--- src/rtl/lpc_host_pkg.sv ---
package lpc_host_pkg;

   typedef enum logic [1:0] {
      KIND_IO  = 2'd0,
      KIND_MEM = 2'd1,
      KIND_DMA = 2'd2,
      KIND_FW  = 2'd3
   } kind_e;

   typedef enum logic [3:0] {
      PH_IDLE,
      PH_START,
      PH_CTYPE,
      PH_ADDR,
      PH_CHAN,
      PH_SIZE,
      PH_HDATA,
      PH_HTAR,
      PH_SYNC,
      PH_PDATA,
      PH_PTAR,
      PH_ABORT
   } phase_e;

   localparam logic [3:0] NIB_START  = 4'h0;
   localparam logic [3:0] NIB_FW_RD  = 4'hD;
   localparam logic [3:0] NIB_FW_WR  = 4'hE;
   localparam logic [3:0] NIB_ONES   = 4'hF;
   localparam logic [3:0] NIB_SIZE1  = 4'h0;
   localparam logic [3:0] SYNC_READY = 4'h0;
   localparam logic [3:0] SYNC_FAULT = 4'hA;

endpackage

--- src/rtl/lpc_sync_watch.sv ---
module lpc_sync_watch #(
   parameter int WAIT_LIMIT = 32
) (
   input  logic       clk,
   input  logic       rst_n,
   input  logic       active,
   input  logic [3:0] ad_in,
   output logic       sync_ready,
   output logic       sync_fault,
   output logic       sync_timeout
);
   import lpc_host_pkg::*;

   localparam int CNT_W = $clog2(WAIT_LIMIT + 1);
   localparam logic [CNT_W-1:0] CNT_LAST = CNT_W'(WAIT_LIMIT - 1);

   logic [CNT_W-1:0] wait_cnt;

   // Ready and fault both finish the SYNC phase; every other code is a wait.
   assign sync_fault   = active && (ad_in == SYNC_FAULT);
   assign sync_ready   = active && ((ad_in == SYNC_READY) || (ad_in == SYNC_FAULT));
   assign sync_timeout = active && !sync_ready && (wait_cnt == CNT_LAST);

   always_ff @(posedge clk or negedge rst_n) begin
      if (!rst_n)
         wait_cnt <= '0;
      else if (!active)
         wait_cnt <= '0;
      else if (!sync_ready && !sync_timeout)
         wait_cnt <= wait_cnt + 1'b1;
   end

endmodule

--- src/rtl/lpc_phase_ctl.sv ---
module lpc_phase_ctl
   import lpc_host_pkg::*;
#(
   parameter int IO_NIBS    = 4,
   parameter int MEM_NIBS   = 8,
   parameter int ABORT_CLKS = 4,
   parameter int IDX_W      = 3
) (
   input  logic             clk,
   input  logic             rst_n,
   input  logic             start,
   input  kind_e            kind,
   input  logic             wr,
   input  logic             sync_ready,
   input  logic             sync_timeout,
   output phase_e           phase,
   output logic [IDX_W-1:0] idx,
   output logic             cyc_done,
   output logic             abort_done
);

   localparam logic [IDX_W-1:0] IO_LAST   = IDX_W'(IO_NIBS - 1);
   localparam logic [IDX_W-1:0] MEM_LAST  = IDX_W'(MEM_NIBS - 1);
   localparam logic [IDX_W-1:0] AB_LAST   = IDX_W'(ABORT_CLKS - 1);
   localparam logic [IDX_W-1:0] PAIR_LAST = IDX_W'(1);

   phase_e           nxt;
   logic [IDX_W-1:0] addr_last;

   assign addr_last = (kind == KIND_IO) ? IO_LAST : MEM_LAST;

   always_comb begin
      nxt = phase;
      case (phase)
         PH_IDLE:  if (start) nxt = PH_START;
         PH_START: nxt = (kind == KIND_FW) ? PH_ADDR : PH_CTYPE;
         PH_CTYPE: nxt = (kind == KIND_DMA) ? PH_CHAN : PH_ADDR;
         PH_ADDR:
            if (idx == addr_last)
               nxt = (kind == KIND_FW) ? PH_SIZE : (wr ? PH_HDATA : PH_HTAR);
         PH_CHAN:  nxt = PH_SIZE;
         PH_SIZE:  nxt = wr ? PH_HDATA : PH_HTAR;
         PH_HDATA: if (idx == PAIR_LAST) nxt = PH_HTAR;
         PH_HTAR:  if (idx == PAIR_LAST) nxt = PH_SYNC;
         PH_SYNC:
            if (sync_ready)        nxt = wr ? PH_PTAR : PH_PDATA;
            else if (sync_timeout) nxt = PH_ABORT;
         PH_PDATA: if (idx == PAIR_LAST) nxt = PH_PTAR;
         PH_PTAR:  if (idx == PAIR_LAST) nxt = PH_IDLE;
         PH_ABORT: if (idx == AB_LAST)   nxt = PH_IDLE;
         default:  nxt = PH_IDLE;
      endcase
   end

   assign cyc_done   = (phase == PH_PTAR)  && (idx == PAIR_LAST);
   assign abort_done = (phase == PH_ABORT) && (idx == AB_LAST);

   always_ff @(posedge clk or negedge rst_n) begin
      if (!rst_n) begin
         phase <= PH_IDLE;
         idx   <= '0;
      end else begin
         phase <= nxt;
         idx   <= (nxt != phase) ? '0 : idx + 1'b1;
      end
   end

endmodule

--- src/rtl/lpc_nibble_sel.sv ---
module lpc_nibble_sel
   import lpc_host_pkg::*;
#(
   parameter int IO_NIBS  = 4,
   parameter int MEM_NIBS = 8,
   parameter int IDX_W    = 3
) (
   input  phase_e              phase,
   input  logic [IDX_W-1:0]    idx,
   input  kind_e               kind,
   input  logic                wr,
   input  logic [MEM_NIBS*4-1:0] addr,
   input  logic [7:0]          wdata,
   input  logic [2:0]          chan,
   input  logic                tc,
   output logic [3:0]          ad,
   output logic                oe,
   output logic                frame
);

   localparam int AW    = MEM_NIBS * 4;
   localparam int SHIFT = 4 * (MEM_NIBS - IO_NIBS);

   logic [AW-1:0] aligned;
   logic [AW-1:0] shifted;
   logic [3:0]    addr_nib;
   logic [3:0]    ctype;

   // A short I/O address is moved to the top so one shifter serves both lengths.
   generate
      if (SHIFT == 0) begin : g_same_len
         assign aligned = addr;
      end else begin : g_align
         assign aligned = (kind == KIND_IO) ? (addr << SHIFT) : addr;
      end
   endgenerate

   assign shifted  = aligned << {idx, 2'b00};
   assign addr_nib = shifted[AW-1 -: 4];
   assign ctype    = {kind == KIND_DMA, kind == KIND_MEM,
                      (kind == KIND_DMA) ? ~wr : wr, 1'b0};

   always_comb begin
      ad    = NIB_ONES;
      oe    = 1'b1;
      frame = 1'b0;
      case (phase)
         PH_START: begin
            frame = 1'b1;
            if (kind == KIND_FW) ad = wr ? NIB_FW_WR : NIB_FW_RD;
            else                 ad = NIB_START;
         end
         PH_CTYPE: ad = ctype;
         PH_ADDR:  ad = addr_nib;
         PH_CHAN:  ad = {tc, chan};
         PH_SIZE:  ad = NIB_SIZE1;
         PH_HDATA: ad = idx[0] ? wdata[7:4] : wdata[3:0];
         PH_HTAR:  oe = !idx[0];
         PH_ABORT: frame = 1'b1;
         default:  oe = 1'b0;
      endcase
   end

endmodule

--- src/rtl/lpc_host_seq.sv ---
module lpc_host_seq
   import lpc_host_pkg::*;
#(
   parameter int WAIT_LIMIT = 32,
   parameter int ABORT_CLKS = 4,
   parameter int IO_NIBS    = 4,
   parameter int MEM_NIBS   = 8
) (
   input  logic                  clk,
   input  logic                  rst_n,
   input  logic                  req_valid,
   output logic                  req_ready,
   input  logic [1:0]            req_kind,
   input  logic                  req_write,
   input  logic [MEM_NIBS*4-1:0] req_addr,
   input  logic [7:0]            req_wdata,
   input  logic [2:0]            req_dma_chan,
   input  logic                  req_dma_tc,
   output logic                  rsp_ack,
   output logic                  rsp_err,
   output logic [7:0]            rsp_rdata,
   output logic                  lpc_frame_o,
   output logic [3:0]            lpc_ad_o,
   output logic                  lpc_ad_oe,
   input  logic [3:0]            lpc_ad_i
);

   localparam int AW    = MEM_NIBS * 4;
   localparam int MAXC  = (MEM_NIBS > ABORT_CLKS) ?
                          ((MEM_NIBS > 2) ? MEM_NIBS : 2) :
                          ((ABORT_CLKS > 2) ? ABORT_CLKS : 2);
   localparam int IDX_W = $clog2(MAXC);

   generate
      if (IO_NIBS < 1 || IO_NIBS > MEM_NIBS) begin : g_bad_nibs
         initial $fatal(1, "lpc_host_seq: IO_NIBS must lie in 1..MEM_NIBS");
      end
      if (WAIT_LIMIT < 1) begin : g_bad_wait
         initial $fatal(1, "lpc_host_seq: WAIT_LIMIT must be at least 1");
      end
      if (ABORT_CLKS < 1) begin : g_bad_abort
         initial $fatal(1, "lpc_host_seq: ABORT_CLKS must be at least 1");
      end
   endgenerate

   phase_e           phase;
   logic [IDX_W-1:0] idx;
   logic             accept;
   logic             cyc_done, abort_done;
   logic             sync_ready, sync_fault, sync_timeout;

   kind_e            kind_q;
   logic             wr_q;
   logic [AW-1:0]    addr_q;
   logic [7:0]       wdata_q;
   logic [2:0]       chan_q;
   logic             tc_q;
   logic             fault_q;

   assign req_ready = (phase == PH_IDLE);
   assign accept    = req_valid && req_ready;

   always_ff @(posedge clk or negedge rst_n) begin
      if (!rst_n) begin
         kind_q  <= KIND_IO;
         wr_q    <= 1'b0;
         addr_q  <= '0;
         wdata_q <= '0;
         chan_q  <= '0;
         tc_q    <= 1'b0;
      end else if (accept) begin
         kind_q  <= kind_e'(req_kind);
         wr_q    <= req_write;
         addr_q  <= req_addr;
         wdata_q <= req_wdata;
         chan_q  <= req_dma_chan;
         tc_q    <= req_dma_tc;
      end
   end

   lpc_phase_ctl #(
      .IO_NIBS(IO_NIBS), .MEM_NIBS(MEM_NIBS),
      .ABORT_CLKS(ABORT_CLKS), .IDX_W(IDX_W)
   ) u_ctl (
      .clk(clk), .rst_n(rst_n), .start(accept),
      .kind(kind_q), .wr(wr_q),
      .sync_ready(sync_ready), .sync_timeout(sync_timeout),
      .phase(phase), .idx(idx),
      .cyc_done(cyc_done), .abort_done(abort_done)
   );

   lpc_sync_watch #(.WAIT_LIMIT(WAIT_LIMIT)) u_sync (
      .clk(clk), .rst_n(rst_n),
      .active(phase == PH_SYNC), .ad_in(lpc_ad_i),
      .sync_ready(sync_ready), .sync_fault(sync_fault),
      .sync_timeout(sync_timeout)
   );

   lpc_nibble_sel #(
      .IO_NIBS(IO_NIBS), .MEM_NIBS(MEM_NIBS), .IDX_W(IDX_W)
   ) u_nib (
      .phase(phase), .idx(idx), .kind(kind_q), .wr(wr_q),
      .addr(addr_q), .wdata(wdata_q), .chan(chan_q), .tc(tc_q),
      .ad(lpc_ad_o), .oe(lpc_ad_oe), .frame(lpc_frame_o)
   );

   always_ff @(posedge clk or negedge rst_n) begin
      if (!rst_n) begin
         fault_q   <= 1'b0;
         rsp_rdata <= '0;
         rsp_ack   <= 1'b0;
         rsp_err   <= 1'b0;
      end else begin
         if (accept)
            fault_q <= 1'b0;
         else if (sync_ready)
            fault_q <= sync_fault;
         if (phase == PH_PDATA) begin
            if (idx[0]) rsp_rdata[7:4] <= lpc_ad_i;
            else        rsp_rdata[3:0] <= lpc_ad_i;
         end
         rsp_ack <= cyc_done && !fault_q;
         rsp_err <= (cyc_done && fault_q) || abort_done;
      end
   end

endmodule

--- config.mk ---
export PLATFORM = sky130hd
export DESIGN_NAME = lpc_host_seq
export DESIGN_NICKNAME = d
export VERILOG_FILES = /design/src/rtl/lpc_host_pkg.sv /design/src/rtl/lpc_sync_watch.sv /design/src/rtl/lpc_phase_ctl.sv /design/src/rtl/lpc_nibble_sel.sv /design/src/rtl/lpc_host_seq.sv
export SDC_FILE = /design/constraint.sdc
export NUM_CORES = 1
export LEC_CHECK = 0
export BUFFER_PORTS_ARGS = -buffer_cell sky130_fd_sc_hd__buf_4
export CAP_MARGIN = 20
export CORE_ASPECT_RATIO = 0.9
export CORE_MARGIN = 1.5
export CORE_UTILIZATION = 55
export CTS_CLUSTER_DIAMETER = 30
export CTS_CLUSTER_SIZE = 40
export DETAILED_ROUTE_END_ITERATION = 6
export MAX_ROUTING_LAYER = met4
export PLACE_DENSITY_LB_ADDON = 0.12
export SYNTH_ARGS = -nofsm -noshare
export SYNTH_HDL_FRONTEND = slang
export SYNTH_SLANG_ARGS = --single-unit
--- constraint.sdc ---
create_clock -name clk -period 4.05 [get_ports clk]
set_input_delay 0.2025 -clock clk [delete_from_list [all_inputs] [get_ports clk]]
set_output_delay 0.2025 -clock clk [all_outputs]
set_load 0.01 [all_outputs]
==> impl_metrics.py <==
metrics = {
    "run_status": {
        "outcome": "complete, but fails checks",
        "violations": "negative hold slack",
    },
    "final_layout": {
        "n_fill_cell": 523,
        "fin_nets": 455,
        "fin_util_pct": 68.9,
        "regArea_um2": 1780,
        "mostFrequentLayoutCells": "buf_4, dfrtp_1, mux2_2",
        "area_growth_pct": 19.3,
        "final_common_cell": "buf_4",
        "drive_gt1_share_pct": 40.5,
        "multiInputGateArea_um2": 1910,
        "antenna_cells": 0,
    },
    "floorplan": {
        "die_area_um2": 7500,
        "dieWidth_um": 91.1,
        "initial_core_util_pct": 57.8,
        "die_h_um": 82.3,
        "io_pins": 71,
        "rows": 28,
        "core_region_area_um2": 6660,
    },
    "power_and_ir_drop": {
        "power_mw": 3.35,
        "share_comb_of_total_power_pct": 43.4,
        "pwr-share-clk_pct": 16.8,
        "p_leak_nw": 1.99,
        "p_sw_mw": 1.23,
        "power.internal_mw": 2.13,
        "switching_share_pct": 36.6,
        "p_seq_share_pct": 39.8,
        "power_density_nw_per_um2": 731,
        "ir_drop_mv": 0.403,
    },
    "job": {
        "cap_violations": 0,
    },
    "setup_path": {
        "cp_max_fo": 21,
        "arrival_ns": 2.67,
        "rrSetupSlack_ns": 1.29,
        "worstPathRequired_ns": 3.85,
        "startpoint_type": "register",
        "regToRegEndpoint": "u_ctl.idx[0]",
        "r2r-start": "u_ctl.idx[0]",
        "cp-endpoint": "lpc_ad_o[0]",
        "critical_path_class": "reg -> out",
        "startpoint": "u_ctl.idx[0]",
        "reg2reg_depth": 6,
        "endpoint_kind": "output pin",
    },
    "synth": {
        "synth.area.mux_share_pct": 22.4,
        "synth_fa_ha_area_share_pct": 1.30,
        "syn-instance-count": 337,
        "yosysSeqAreaShare_pct": 46.2,
        "synth_cell_types": 61,
        "yosysWarningCount": 0,
        "async_reset_ff_share_pct": 100,
        "synth-xor-area-share_pct": 0.456,
        "synth.area.top_cells": "dfrtp_1, mux2_2, mux4_2",
        "synth_area_um2": 3840,
        "synthesis.nets": 395,
        "syn_area_per_cell_um2": 11.4,
        "ys_seq_elements": 71,
        "synth_edf_count": 0,
        "synth_compound_area_share_pct": 12.5,
        "yosys.area.top_type": "dfrtp_1",
        "synth_top_area_share_pct": 46.2,
        "yosys.area_share.simple_pct": 13.0,
        "synth_top_family_by_area": "multiplexers",
        "synth-main-ff-cell": "dfrtp_1",
    },
    "grt": {
        "grt_antenna_before_repair": 0,
        "grt_util_all_layers_pct": 24.2,
        "grt-ovfl-total": 0,
        "first_global_vias": 2776,
        "grt_pass1_wl_um": 13600,
        "grt_max_degree": 72,
    },
    "clock_tree": {
        "holdBufCountCts": 0,
        "cts_sinks": 71,
        "cts-buffers-inserted": 9,
        "cts_buffer_depth": 2,
        "cts_root_buffer": "clkbuf_8",
        "post_cts_buffers": 0,
        "clkTransAtPathRegs_ns": 0.08,
        "cts_tree": "built",
        "cts_resized": 0,
        "clk_latency_ns": 0.34,
        "htree_num_levels": 3,
    },
    "route": {
        "drcViolationCount": 0,
        "firstDrtPassIters": 5,
        "num_vias": 2861,
        "avgViaCountPerCell": 5.82,
        "wirelength_um": 8320,
        "wl_per_cell_um": 16.9,
        "drtAntennaViolNets": 0,
        "dr.first_iter.drc_count": 156,
    },
    "sta": {
        "fin_worst_skew_ns": 0.00487,
        "maxSlewViolCount": 0,
        "finalCritPeriodShare_pct": 70.8,
        "report.final.hold_viol_count": 39,
        "timing.slew.headroom_pct": 25.7,
        "max_freq_mhz": 349,
        "final-setup-viol-count": 0,
        "rsz0062_at_grt": "false",
        "holdWs_ns": -0.0160,
        "tightest_slew_ns": 1.10,
        "period_minus_slack_ns": 2.87,
        "setup_tns_ns": 0,
    },
    "placement": {
        "io_buffers": 70,
        "place_hpwl_um": 5920,
        "place.gp.congestion": 0.873,
    },
    "min_path": {
        "hold_path_class": "in -> async",
    },
}
cell families after synthesis:
family,after synthesis
buffers and inverters,34
xor gates and xnor gates,2
and+or+nand+nor,88
adders and majority gates,4
muxes,69
DFF,71
AOI/OAI and AO/OA,69
metal layers:
metal | GRT usage (%) | part of all wire [%] | routed length (um) | vias up
met5 | - | 0 | 0 | -
met4 | 6.25 | 0.91 | 76 | 0
met3 | 6.87 | 6.8 | 567 | 9
met2 | 38.4 | 48 | 3980 | 112
met1 | 31.0 | 44 | 3700 | 1377
li1 | - | - | - | 1363
cell type report:
type	count	area share (%)
clock buffers	10	2.78
clock inverters	6	1.50
inverters	9	0.736
multi-input cells	232	41.7
flip-flops and latches	71	38.7
well taps	90	2.45
repair buffers	74	12.1
per-stage QoR:
stage                     cells  cell area (um2)  hold WS (ns)  setup slack (ns)
after floorplan             337             3840       -0.0931              2.01
after global placement      476             4390         0.382              1.40
after detailed placement    476             4390         0.385              1.29
after CTS                   492             4590       0.00912              1.15
after global routing        492             4590        0.0300              1.01
final                       492             4590       -0.0160              1.18
registers in the layout (all words and copies together), names as in the netlist:
signal,cells
addr_q,32
chan_q,3
fault_q,1
kind_q,2
rsp_ack,1
rsp_err,1
rsp_rdata,8
tc_q,1
u_ctl.idx,3
u_ctl.phase,4
u_sync.wait_cnt,6
wdata_q,8
wr_q,1
how the worst min path moves through the flow:
stage	from	end	slack (ns)
global route	rst_n	u_ctl.phase[3]	0.03
finish	rst_n	u_ctl.phase[3]	-0.02
detailed placement	rst_n	u_ctl.phase[3]	0.39
floorplan	rst_n	addr_q[0]	-0.09
global placement	rst_n	u_ctl.phase[1]	0.38
CTS	rst_n	u_ctl.phase[3]	0.009
synth_stat cells (all sizes together), types with 2 or more instances:
master	instances
nand3	10
inv	8
a22o	2
o2bb2ai	2
o221ai	2
a31o	2
a21oi	7
a211oi	5
or2	2
buf	15
mux2	56
nand4	2
clkbuf	10
and3	2
a41o	2
nor3b	3
o31ai	4
a311oi	3
nand2b	6
or4	2
mux4	8
a211o	3
nor2b	11
or3	2
o22ai	3
ha	4
o21ai	16
o2111ai	3
nor4	2
nor2	18
dfrtp	71
a31oi	4
nor3	5
mux2i	5
o211ai	5
nand2	18
power by group through the flow:
stage / logic, mW / registers (mW) / clock network (mW)
floorplan: 1.19 / 1.17 / 0
global placement: 1.42 / 1.33 / 0
finish: 1.46 / 1.33 / 0.563
global route: 1.59 / 1.39 / 0.608
detailed placement: 1.46 / 1.35 / 0
CTS: 1.46 / 1.33 / 0.579
worst max-delay path: stages, from the launching register on:
cell and delay [ns]:
dfrtp_1 0.99, mux4_2 0.62, nand2b_1 0.09, a21oi_1 0.06, a31oi_1 0.25, o2111ai_1 0.15, buf_4 0.17
Power figures use the tool's default switching activity.
